==> config.mk <==
export PLATFORM = sky130hd
export DESIGN_NAME = cs_pd_seq
export DESIGN_NICKNAME = d
export VERILOG_FILES = /design/src/rtl/cs_pd_pkg.sv /design/src/rtl/cs_edge_det.sv /design/src/rtl/cs_pup_timer.sv /design/src/rtl/cs_conv_timer.sv /design/src/rtl/cs_pd_seq.sv
export SDC_FILE = /design/constraint.sdc
export NUM_CORES = 1
export LEC_CHECK = 0
export ABC_AREA = 1
export BUFFER_PORTS_ARGS = -buffer_cell sky130_fd_sc_hd__buf_2
export CAP_MARGIN = 40
export CORE_UTILIZATION = 59
export CTS_CLUSTER_SIZE = 10
export DETAILED_ROUTE_END_ITERATION = 8
export PLACE_DENSITY = 0.81
export SYNTH_ARGS = -nofsm -noshare
export SYNTH_HDL_FRONTEND = slang
export SYNTH_SLANG_ARGS = --single-unit
==> constraint.sdc <==
create_clock -name clk -period 3.24 [get_ports clk]
set_input_delay 0.486 -clock clk [delete_from_list [all_inputs] [get_ports clk]]
set_output_delay 0.486 -clock clk [all_outputs]
set_load 0.02 [all_outputs]
==> src/rtl/cs_pd_pkg.sv <==
package cs_pd_pkg;

   typedef enum logic [1:0] {
      ST_DOWN   = 2'd0,
      ST_WAKE   = 2'd1,
      ST_READY  = 2'd2,
      ST_ACTIVE = 2'd3
   } seq_state_t;

   function automatic int unsigned cnt_width(input int unsigned limit);
      return (limit < 2) ? 1 : $clog2(limit);
   endfunction

endpackage

==> src/rtl/cs_edge_det.sv <==
module cs_edge_det #(
   parameter int SYNC_STAGES = 0
) (
   input  logic clk,
   input  logic rst_n,
   input  logic pin_n,
   output logic lvl_n,
   output logic fall,
   output logic rise
);

   logic prev_q;

   generate
      if (SYNC_STAGES == 0) begin : g_direct
         assign lvl_n = pin_n;
      end else begin : g_sync
         logic [SYNC_STAGES-1:0] chain_q;
         always_ff @(posedge clk or negedge rst_n) begin
            if (!rst_n) chain_q <= '1;
            else        chain_q <= {chain_q[SYNC_STAGES-2+((SYNC_STAGES==1)?1:0):0], pin_n};
         end
         assign lvl_n = chain_q[SYNC_STAGES-1];
      end
   endgenerate

   always_ff @(posedge clk or negedge rst_n) begin
      if (!rst_n) prev_q <= 1'b1;
      else        prev_q <= lvl_n;
   end

   assign fall = prev_q & ~lvl_n;
   assign rise = ~prev_q & lvl_n;

endmodule

==> src/rtl/cs_pup_timer.sv <==
module cs_pup_timer #(
   parameter int PUP_EXT_CYC = 125,
   parameter int PUP_INT_CYC = 3125
) (
   input  logic clk,
   input  logic rst_n,
   input  logic start,
   input  logic sel_int,
   output logic done
);

   localparam int MAX_CYC = (PUP_EXT_CYC > PUP_INT_CYC) ? PUP_EXT_CYC : PUP_INT_CYC;
   localparam int CW      = cs_pd_pkg::cnt_width(MAX_CYC);

   logic          run_q;
   logic [CW-1:0] cnt_q;
   logic [CW-1:0] lim_q;
   logic [CW-1:0] lim_sel;

   generate
      if (PUP_EXT_CYC == PUP_INT_CYC) begin : g_one_len
         assign lim_sel = CW'(PUP_EXT_CYC - 1);
      end else begin : g_two_len
         assign lim_sel = sel_int ? CW'(PUP_INT_CYC - 1) : CW'(PUP_EXT_CYC - 1);
      end
   endgenerate

   always_ff @(posedge clk or negedge rst_n) begin
      if (!rst_n) begin
         run_q <= 1'b0;
         cnt_q <= '0;
         lim_q <= '0;
      end else if (start && !run_q) begin
         run_q <= 1'b1;
         cnt_q <= '0;
         lim_q <= lim_sel;
      end else if (run_q) begin
         if (cnt_q == lim_q) run_q <= 1'b0;
         else                cnt_q <= cnt_q + 1'b1;
      end
   end

   assign done = run_q && (cnt_q == lim_q);

endmodule

==> src/rtl/cs_conv_timer.sv <==
module cs_conv_timer #(
   parameter int HOLD_CYC   = 15,
   parameter int CONV_CYC   = 53,
   parameter int SAMPLE_CYC = 66
) (
   input  logic clk,
   input  logic rst_n,
   input  logic start,
   output logic hold,
   output logic busy,
   output logic eoc,
   output logic smp_pt
);

   localparam int CW = cs_pd_pkg::cnt_width(SAMPLE_CYC);

   logic          act_q;
   logic [CW-1:0] cnt_q;

   always_ff @(posedge clk or negedge rst_n) begin
      if (!rst_n) begin
         act_q <= 1'b0;
         cnt_q <= '0;
      end else if (start && !act_q) begin
         act_q <= 1'b1;
         cnt_q <= '0;
      end else if (act_q) begin
         if (cnt_q == CW'(SAMPLE_CYC - 1)) act_q <= 1'b0;
         else                              cnt_q <= cnt_q + 1'b1;
      end
   end

   assign busy   = act_q;
   assign hold   = act_q && (cnt_q < CW'(HOLD_CYC));
   assign eoc    = act_q && (cnt_q == CW'(CONV_CYC - 1));
   assign smp_pt = act_q && (cnt_q == CW'(SAMPLE_CYC - 1));

endmodule

==> src/rtl/cs_pd_seq.sv <==
module cs_pd_seq
   import cs_pd_pkg::*;
#(
   parameter int RES_W       = 8,
   parameter int HOLD_CYC    = 15,
   parameter int CONV_CYC    = 53,
   parameter int SAMPLE_CYC  = 66,
   parameter int PUP_EXT_CYC = 125,
   parameter int PUP_INT_CYC = 3125,
   parameter int SYNC_STAGES = 0
) (
   input  logic             clk,
   input  logic             rst_n,
   input  logic             conv_start_n,
   input  logic             ref_internal,
   input  logic [RES_W-1:0] result_in,
   output logic             hold_o,
   output logic             busy_o,
   output logic             eoc_o,
   output logic             pdown_o,
   output logic [RES_W-1:0] result_o
);

   generate
      if (!(HOLD_CYC > 0 && HOLD_CYC < CONV_CYC && CONV_CYC < SAMPLE_CYC)) begin : g_bad_seq
         $error("sequence lengths must satisfy 0 < HOLD_CYC < CONV_CYC < SAMPLE_CYC");
      end
      if (PUP_EXT_CYC < 1 || PUP_INT_CYC < 1) begin : g_bad_pup
         $error("wake-up lengths must be at least one cycle");
      end
      if (SYNC_STAGES < 0 || RES_W < 1) begin : g_bad_misc
         $error("SYNC_STAGES must be non-negative and RES_W positive");
      end
   endgenerate

   logic       cs_lvl_n, cs_fall, cs_rise;
   logic       pup_start, pup_done;
   logic       conv_go, smp_pt;
   logic       arm, pend_now, pend_q;
   seq_state_t state_q, state_d;
   logic [RES_W-1:0] res_q;

   cs_edge_det #(.SYNC_STAGES(SYNC_STAGES)) u_edge (
      .clk   (clk),
      .rst_n (rst_n),
      .pin_n (conv_start_n),
      .lvl_n (cs_lvl_n),
      .fall  (cs_fall),
      .rise  (cs_rise)
   );

   cs_pup_timer #(.PUP_EXT_CYC(PUP_EXT_CYC), .PUP_INT_CYC(PUP_INT_CYC)) u_pup (
      .clk     (clk),
      .rst_n   (rst_n),
      .start   (pup_start),
      .sel_int (ref_internal),
      .done    (pup_done)
   );

   cs_conv_timer #(.HOLD_CYC(HOLD_CYC), .CONV_CYC(CONV_CYC), .SAMPLE_CYC(SAMPLE_CYC)) u_conv (
      .clk    (clk),
      .rst_n  (rst_n),
      .start  (conv_go),
      .hold   (hold_o),
      .busy   (busy_o),
      .eoc    (eoc_o),
      .smp_pt (smp_pt)
   );

   // wake-up request and deferred-start bookkeeping
   assign pup_start = (state_q == ST_DOWN) && cs_rise;
   assign arm       = (state_q == ST_WAKE) && cs_fall && !ref_internal;
   assign pend_now  = pend_q | arm;
   assign conv_go   = ((state_q == ST_READY) && cs_fall) ||
                      ((state_q == ST_WAKE) && pup_done && pend_now);

   always_comb begin
      state_d = state_q;
      unique case (state_q)
         ST_DOWN:   if (cs_rise)  state_d = ST_WAKE;
         ST_WAKE:   if (pup_done) state_d = pend_now ? ST_ACTIVE : ST_READY;
         ST_READY:  if (cs_fall)  state_d = ST_ACTIVE;
         ST_ACTIVE: if (smp_pt)   state_d = cs_lvl_n ? ST_READY : ST_DOWN;
         default:                 state_d = ST_DOWN;
      endcase
   end

   always_ff @(posedge clk or negedge rst_n) begin
      if (!rst_n) begin
         state_q <= ST_DOWN;
         pend_q  <= 1'b0;
      end else begin
         state_q <= state_d;
         if (state_q != ST_WAKE || pup_done) pend_q <= 1'b0;
         else if (arm)                       pend_q <= 1'b1;
      end
   end

   always_ff @(posedge clk or negedge rst_n) begin
      if (!rst_n)     res_q <= '0;
      else if (eoc_o) res_q <= result_in;
   end

   assign pdown_o  = (state_q == ST_DOWN);
   assign result_o = res_q;

endmodule

* Word level (Yosys, flattened, before mapping) *
Index checks and enable logic that the tools add are counted.

storage, ports and cells
  register bits after elaboration = 45
  bits of input ports = 12
  output and inout bits = 12
  word-level logic and storage cells = 76

operators by class
  add/sub/neg operators = 2
  magnitude comparators = 1
  eq/ne operators = 13
  muxes and demuxes = 22
  bitwise logic cells = 5
  reductions and logical operators = 24

operators by type and width
  kind                   number
  $mux 12                4
  $mux 7                 3
  $add 12x1->12 const B  1
  $eq 12x12->1           1
  $logic_and 1x1->1      12
  $mux 2                 5
  $mux 1                 9
  $ne 2x1->1 const B     4
  $pmux 2 s4             1
  $add 7x1->7 const B    1
  $eq 7x6->1 const B     1
  $eq 7x7->1 const B     1
  $lt 7x4->1 const B     1
  $ne 2x2->1 const B     3
  $reduce_bool 2->1      3
  $eq 2x2->1 const B     2
  $reduce_and 2->1       2
  $reduce_and 4->1       1
  $logic_not 1->1        3
  $and 1x1->1            2
  $eq 2x1->1 const B     1
  $logic_not 2->1        1
  $logic_or 1x1->1       2
  $not 1->1              2
  $or 1x1->1             1

* Longest topological paths before layout *
Gate-level depths: netlist of the first run.

  depth in word-level cells = 10
  depth in mapped cells = 13
  depth with buffers taken out = 13

* By module *
A second synthesis of the first run with hierarchy kept.

unflattened totals
  cell total of the unflattened synthesis = 294
  area, all modules = 2147.1 µm²

by module, submodules not included
  module         times used  cells an instance  area an instance (µm²)  sequential area each (µm²)
  cs_pup_timer   1           159                1046.0                  400.4
  cs_conv_timer  1           76                 539.3                   200.2
  cs_pd_seq      1           53                 513.0                   275.3
  cs_edge_det    1           6                  48.8                    26.3

* Worst setup path after synthesis of the first run *
Ideal clock, no wire load.

  path type = register to output
  start point = register u_conv.act_q (netlist: u_conv.busy)
  end point = output port hold_o
  arrival time = 1.341 ns
  data required time = 2.754 ns
  setup slack = 1.413 ns
  stages on the path, launching flop included = 3
  path buffers = 0
  cells stage by stage = dfrtp_1 -> nand2_1 -> nor4_1

between the ends
  word-level cells in the longest chain between the ends = 1

RTL lines
  item                    RTL line             RTL
  start, declared         cs_conv_timer.sv:17  logic act_q;
  start signal, assigned  cs_conv_timer.sv:22  act_q <= 1'b0;
  start signal, assigned  cs_conv_timer.sv:25  act_q <= 1'b1;
  start signal, assigned  cs_conv_timer.sv:28  if (cnt_q == CW'(SAMPLE_CYC - 1)) act_q <= 1'b0;
  $logic_and 1x1->1       cs_conv_timer.sv:34  assign hold = act_q && (cnt_q < CW'(HOLD_CYC));
  end, declared           cs_pd_seq.sv:17      output logic hold_o,

No other way between the ends.

* Worst setup path in the final report of the first run *
  start point = register u_conv.cnt_q[0]
  end point = output port eoc_o

between the ends
  word-level cells in the longest chain between the ends = 2

RTL lines
  item                    RTL line             RTL
  start, declared         cs_conv_timer.sv:18  logic [CW-1:0] cnt_q;
  start signal, assigned  cs_conv_timer.sv:29  else cnt_q <= cnt_q + 1'b1;
  $eq 7x6->1              cs_conv_timer.sv:35  assign eoc = act_q && (cnt_q == CW'(CONV_CYC - 1));
  $logic_and 1x1->1       cs_conv_timer.sv:35
  end, declared           cs_pd_seq.sv:19      output logic eoc_o,

No other way between the ends.

==> flow_metrics.tcl, run 1 <==
set metrics [dict create \
    synth_warnings 0 \
    power_density_nw_per_um2 593 \
    dr_wl_met2_um 1630 \
    syn_inst 247 \
    cts_made_buffers 5 \
    min_period_over_period_pct 74.6 \
    ctsHtreeMaxLevel 2 \
    die-height_um 60.0 \
    post_cts_buffers 0 \
    required_ps 2750 \
    dieArea_um2 3600 \
    root_buffer "clkbuf_4" \
    synth_area_um2 1990 \
    clkLatencyLatePin_ps 330 \
    worstSetupStartpoint "u_conv.cnt_q[0]" \
    cts_tree "done" \
    gp_congestion 0.869 \
    route.detailed.drc 0 \
    hold_class "input pin to async pin" \
    drt_wl_total_um 3690 \
    coreArea_um2 3130 \
    grt_pass1_wl_um 6360 \
    nets 293 \
    area_delta_synth_final_pct 11.3 \
    num_rows 20 \
    slew_headroom_pct 48.0 \
    cts_resized 0 \
    hold_viol_final 0 \
    worst-path-max-fanout 10 \
    grt-ovfl-total 0 \
    syn_area_per_cell_um2 8.04 \
    setup_viol 0 \
    grt_max_degree 37 \
    place_ws_ps 1150 \
    finalCriticalPeriod_ps 2420 \
    finClkSkew_ps 6.02 \
    via_per_inst 5.12 \
    vias 1644 \
    dp_hpwl_um 2750 \
    clock_path_buffers 2 \
    initial_utilization_pct 63.5 \
    wl_met1_um 1860 \
    critical_path.slowest_cell "nor4_4" \
    port_buffers 23 \
    final_cell_mix "80 x nand2_1, 35 x dfrtp_1, 25 x nor2_1" \
    status "finished clean" \
    routedWlPerCell_um 11.5 \
    worst_pin_slew_ps 780 \
    worst_slack_ps 823 \
    arrival_ps 1930 \
    critical_path_class "flip-flop to output pin" \
    slowest_delay_ps 570 \
    cp-start-kind "flip-flop" \
    rr_startpoint "u_pup.cnt_q[0]" \
    fmax_mhz 414 \
    ys_seq_area_share_pct 45.4 \
    synth_cell_types 29 \
    antenna_found_initial 0 \
    syn_nets 264 \
    drive_above_1_share_pct 20.2 \
    synth_seq_cells 36 \
    clk_pin_slew_ps 100 \
    layout_commonest_cell "nand2_1" \
    antenna_cells 0 \
    irDropWorstVdd_v 0.000443 \
    dp.cells 313 \
    finalSetupTns_ps 0 \
    total_power_mw 1.31 \
    dieWidth_um 60.0 \
    cts_hold_buf 0 \
    stdcell_count 321 \
    fin_area_um2 2210 \
    initialDrtViolationCount 75 \
    highest_layer "met4" \
    maxCapViolCount 0 \
    worst_hold_slack_ps 221 \
    cts_sinks 36 \
    grt_usage_pct 24.2 \
    rsz0062_at_grt "false" \
    place_area_um2 2150 \
    io_pins 24 \
    p_leak_nw 1.06 \
    fin_util_pct 70.6 \
    grt_pass1_vias 1463 \
    end_kind "output pin" \
    wl_met3_um 150 \
    slew_viol_final 0 \
    path_cells "inv_1, ha_1, nand2_1, nor4_4, buf_2" \
    first_pass_iters 4 \
    ant_nets 0 \
]
synthesized netlist by cell type, drive strengths merged:
master	instances	area, um^2
nand2	84	330
inv	28	113
o22ai	1	6.26
xnor2	3	26.3
xor2	8	70.1
nand3	17	85.1
o31ai	1	7.51
buf	1	5.00
dfrtp	35	876
o21bai	1	7.51
nor4	2	27.5
ha	5	62.6
o21ai	14	92.6
dfstp	1	26.3
nor2	28	136
nor3	7	46.3
a21oi	4	23.8
nand4	7	43.8
per-layer routing:
metal  vias up  GRT usage (%)
met5         -              0
met4         0           7.97
met3         7           5.84
met2        32           37.0
met1       749           33.9
li1        856              -
final cells by class:
cell class,instances,area [um^2]
inverters,28,113
well taps,44,55.1
repair buffers,23,115
multi-input cells,182,966
fillers,253,918
flip-flops and latches,36,902
clock buffers,8,58.8
flip-flops by register name, summed over array words and instances, names as in the netlist:
signal,cells
u_pup.lim_q,3
result_o,8
u_conv.cnt_q,7
state_q,2
pend_q,1
u_conv.busy,1
u_edge.prev_q,1
u_pup.cnt_q,12
u_pup.run_q,1
cell families (layout without fill, tap and decap cells):
group / after synthesis / after routing / share of synthesized area, %
AO/OA/AOI/OAI: 21 / 21 / 6.93
XOR/XNOR: 11 / 11 / 4.85
adder cells (fa/ha/maj): 5 / 5 / 3.15
buffers and inverters: 29 / 59 / 5.92
flip-flops: 36 / 36 / 45.4
AND/OR/NAND/NOR: 145 / 145 / 33.7
path summary, 6_finish.rpt:
| kind | end | slack [ps] | depth (start not counted) |
|---|---|---|---|
| max in group asynchronous | u_conv.busy | 2520 | 1 |
| hold reg to reg | result_o[4] | 480 | 2 |
| min in group clk | u_edge.prev_q | 280 | 1 |
| setup reg to reg | u_pup.cnt_q[11] | 1440 | 13 |
| hold / removal | u_pup.cnt_q[8] | 220 | 1 |
| setup / recovery | eoc_o | 820 | 5 |
power breakdown:
part	internal [mW]	total (mW)	switching, mW
clock	0.107	0.246	0.139
sequential	0.527	0.618	0.0914
combinational	0.161	0.447	0.286
total	0.794	1.31	0.516
worst max-delay path, delay by kind of cell, from the launching register on:
family / cells / cell delay [ps]
adder cells (fa/ha/maj): 1 / 150
buffers and inverters: 2 / 370
flip-flops: 1 / 430
AND/OR/NAND/NOR: 2 / 650
Note: power is estimated with default switching activity, not from simulation.
==> run 2, diff against run 1 <==
Settings changed: ABC_AREA 1 to 0, CORE_UTILIZATION 59 to 51, PLACE_DENSITY 0.81 to 0.75.
Clock period 3.24 ns to 2 ns, I/O delays scaled along.
==> flow_metrics.tcl, run 2 <==
set metrics [dict create \
    grt-ovfl-total 0 \
    antenna_cells 0 \
    swShare_pct 39.7 \
    die-height_um 62.3 \
    area_delta_synth_final_pct 14.4 \
    via_per_inst 5.67 \
    fmax_mhz 529 \
    end_kind "output pin" \
    fin_area_um2 2120 \
    path_cells "and3_1, a2111oi_2, buf_4" \
    coreArea_um2 3420 \
    worst_slack_ps 110 \
    io_pins 24 \
    nets 222 \
    power.share.combinational_pct 37.5 \
    synthAdderAreaFrac_pct 3.37 \
    syn_area_per_cell_um2 10.5 \
    dp.cells 242 \
    worst_hold_slack_ps 35.1 \
    root_buffer "clkbuf_4" \
    synth_area_leaders "dfrtp_1 47%, mux2_2 5.5%, mux2i_1 4.3%" \
    synth-main-ff-cell "dfrtp_1" \
    synth_edf_count 0 \
    fin_util_pct 62.1 \
    synth_xor_area_share_pct 4.25 \
    yosysTopAreaCell "dfrtp_1" \
    stdcell_count 252 \
    yosysTopAreaCellShare_pct 47.2 \
    drive_above_1_share_pct 26.2 \
    synth_area_um2 1850 \
    initial_utilization_pct 54.3 \
    finalCriticalPeriod_ps 1890 \
    largest_register_ffs 12 \
    place_area_um2 2040 \
    initialDrtViolationCount 94 \
    maxCapViolCount 0 \
    post_synth_most_frequent_cells "35 x dfrtp_1, 18 x nand2_1, 9 x mux2_2, 9 x nor2_1, 9 x nor3_1" \
    synthSimpleGateAreaFrac_pct 22.9 \
    irDropWorstVdd_v 0.000503 \
    cp-start-kind "flip-flop" \
    yosysMostFrequentCell "dfrtp_1" \
    regMostFlops "u_pup.cnt_q" \
    grt_usage_pct 20.0 \
    slew_viol_final 0 \
    drt_wl_total_um 3550 \
    dieWidth_um 62.3 \
    dp_hpwl_um 2540 \
    syn_nets 193 \
    cts_tree "done" \
    total_power_mw 2.73 \
    grt_pass1_vias 1396 \
    p_int_mw 1.65 \
    dr_wl_met2_um 1870 \
    clk_pin_slew_ps 110 \
    final_cell_mix "35 x dfrtp_1, 22 x buf_2, 18 x nand2_1" \
    min_period_over_period_pct 94.5 \
    syn_inst 176 \
    synth_seq_cells 36 \
    arrival_ps 1590 \
    hold_viol_final 0 \
    grt_pass1_wl_um 6150 \
    worst-path-max-fanout 5 \
    critical_path_class "flip-flop to output pin" \
    highest_layer "met4" \
    ctsHtreeMaxLevel 2 \
    clkPwrFrac_pct 14.5 \
    wl_met3_um 108 \
    synth_top_family_by_area "simple AND/OR/NAND/NOR gates" \
    critical_path.slowest_cell "dfrtp_1" \
    finalSetupTns_ps 0 \
    required_ps 1700 \
    wl_met1_um 1540 \
    switchingPower_mw 1.08 \
    grt_max_degree 37 \
    slew_headroom_pct 47.8 \
    ys_seq_area_share_pct 48.7 \
    num_rows 21 \
    route.detailed.drc 0 \
    port_buffers 23 \
    gp_congestion 0.810 \
    synth_cell_types 39 \
    antenna_found_initial 0 \
    power_density_nw_per_um2 1290 \
    synthMuxAreaShare_pct 9.78 \
    pwr-share-seq_pct 48.0 \
    finClkSkew_ps 14.0 \
    synth_compound_area_share_pct 8.03 \
    first_pass_iters 6 \
    clkLatencyLatePin_ps 330 \
    routedWlPerCell_um 14.1 \
    hold_class "input pin to async pin" \
    slowest_delay_ps 440 \
    synth_warnings 0 \
    vias 1430 \
    place_ws_ps 211 \
    rsz0062_at_grt "false" \
    clock_path_buffers 2 \
    p_leak_nw 1.02 \
    status "finished clean" \
    setup_viol 0 \
    ant_nets 0 \
    worst_pin_slew_ps 783 \
    synthArstFlopShare_pct 100 \
    cts_sinks 36 \
    dieArea_um2 3880 \
    layout_commonest_cell "dfrtp_1" \
    cts_made_buffers 5 \
]
[run 2: cell count changes in the layout (fill, tap and decap cells not counted), sizes merged, moves of 5 or more]
cell / before / now
nand3: 17 / 5
o211ai: 0 / 5
mux2i: 0 / 8
mux2: 0 / 9
nor2: 28 / 9
nand2: 84 / 18
o21ai: 14 / 6
inv: 28 / 5
and3: 0 / 7
buf: 23 / 31
[run 2: logic make-up after synthesis]
family	after synthesis
AND/OR/NAND/NOR	73
flip-flops	36
AO/OA/AOI/OAI	22
multiplexers	17
buffers and inverters	14
XOR/XNOR	9
adder cells (fa/ha/maj)	5
[run 2: path summary, 6_finish.rpt]
check	to	start	cells past startpoint	slack, ps
worst min register to register	result_o[6]	result_o[6]	1	510
max in group asynchronous	u_pup.cnt_q[9]	rst_n	1	1460
worst max register to register	u_pup.cnt_q[1]	u_pup.cnt_q[0]	6	190
worst min-delay path	result_o[1]	rst_n	1	40
min in group clk	u_edge.prev_q	conv_start_n	1	100
worst max-delay path	hold_o	u_conv.cnt_q[2]	3	110
[run 2: cell type report]
type / count / area [um^2]
Clock buffer: 8 / 58.8
Fill cell: 288 / 1290
Inverter: 5 / 18.8
Multi-Input combinational cell: 126 / 906
Sequential cell: 36 / 902
Tap cell: 46 / 57.6
Timing Repair Buffer: 31 / 178
[run 2: power by group through the flow]
stage	registers [mW]	clock network [mW]	logic, mW
detailed placement	1.31	0	0.994
global route	1.35	0.439	1.15
CTS	1.30	0.411	1.00
floorplan	1.28	0	0.704
global placement	1.28	0	0.954
finish	1.31	0.396	1.02
[run 2: layer usage]
layer,vias up,track usage (%)
li1,693,-
met1,708,24.1
met2,25,35.9
met3,4,4.78
met4,0,5.23
met5,-,0
[run 2: worst max-delay path, delay by kind of cell (launching register included)]
family	cells	cell delay, ps
AOI/OAI and AO/OA	1	380
buffers and inverters	1	200
DFF	1	440
and+or+nand+nor	1	240
[run 2: repair_timing]
action,CTS,global route
setup buffers,1,1
hold buffers,0,0
pin swaps,0,0
setup endpoints to repair,1,1
resized for setup,0,3
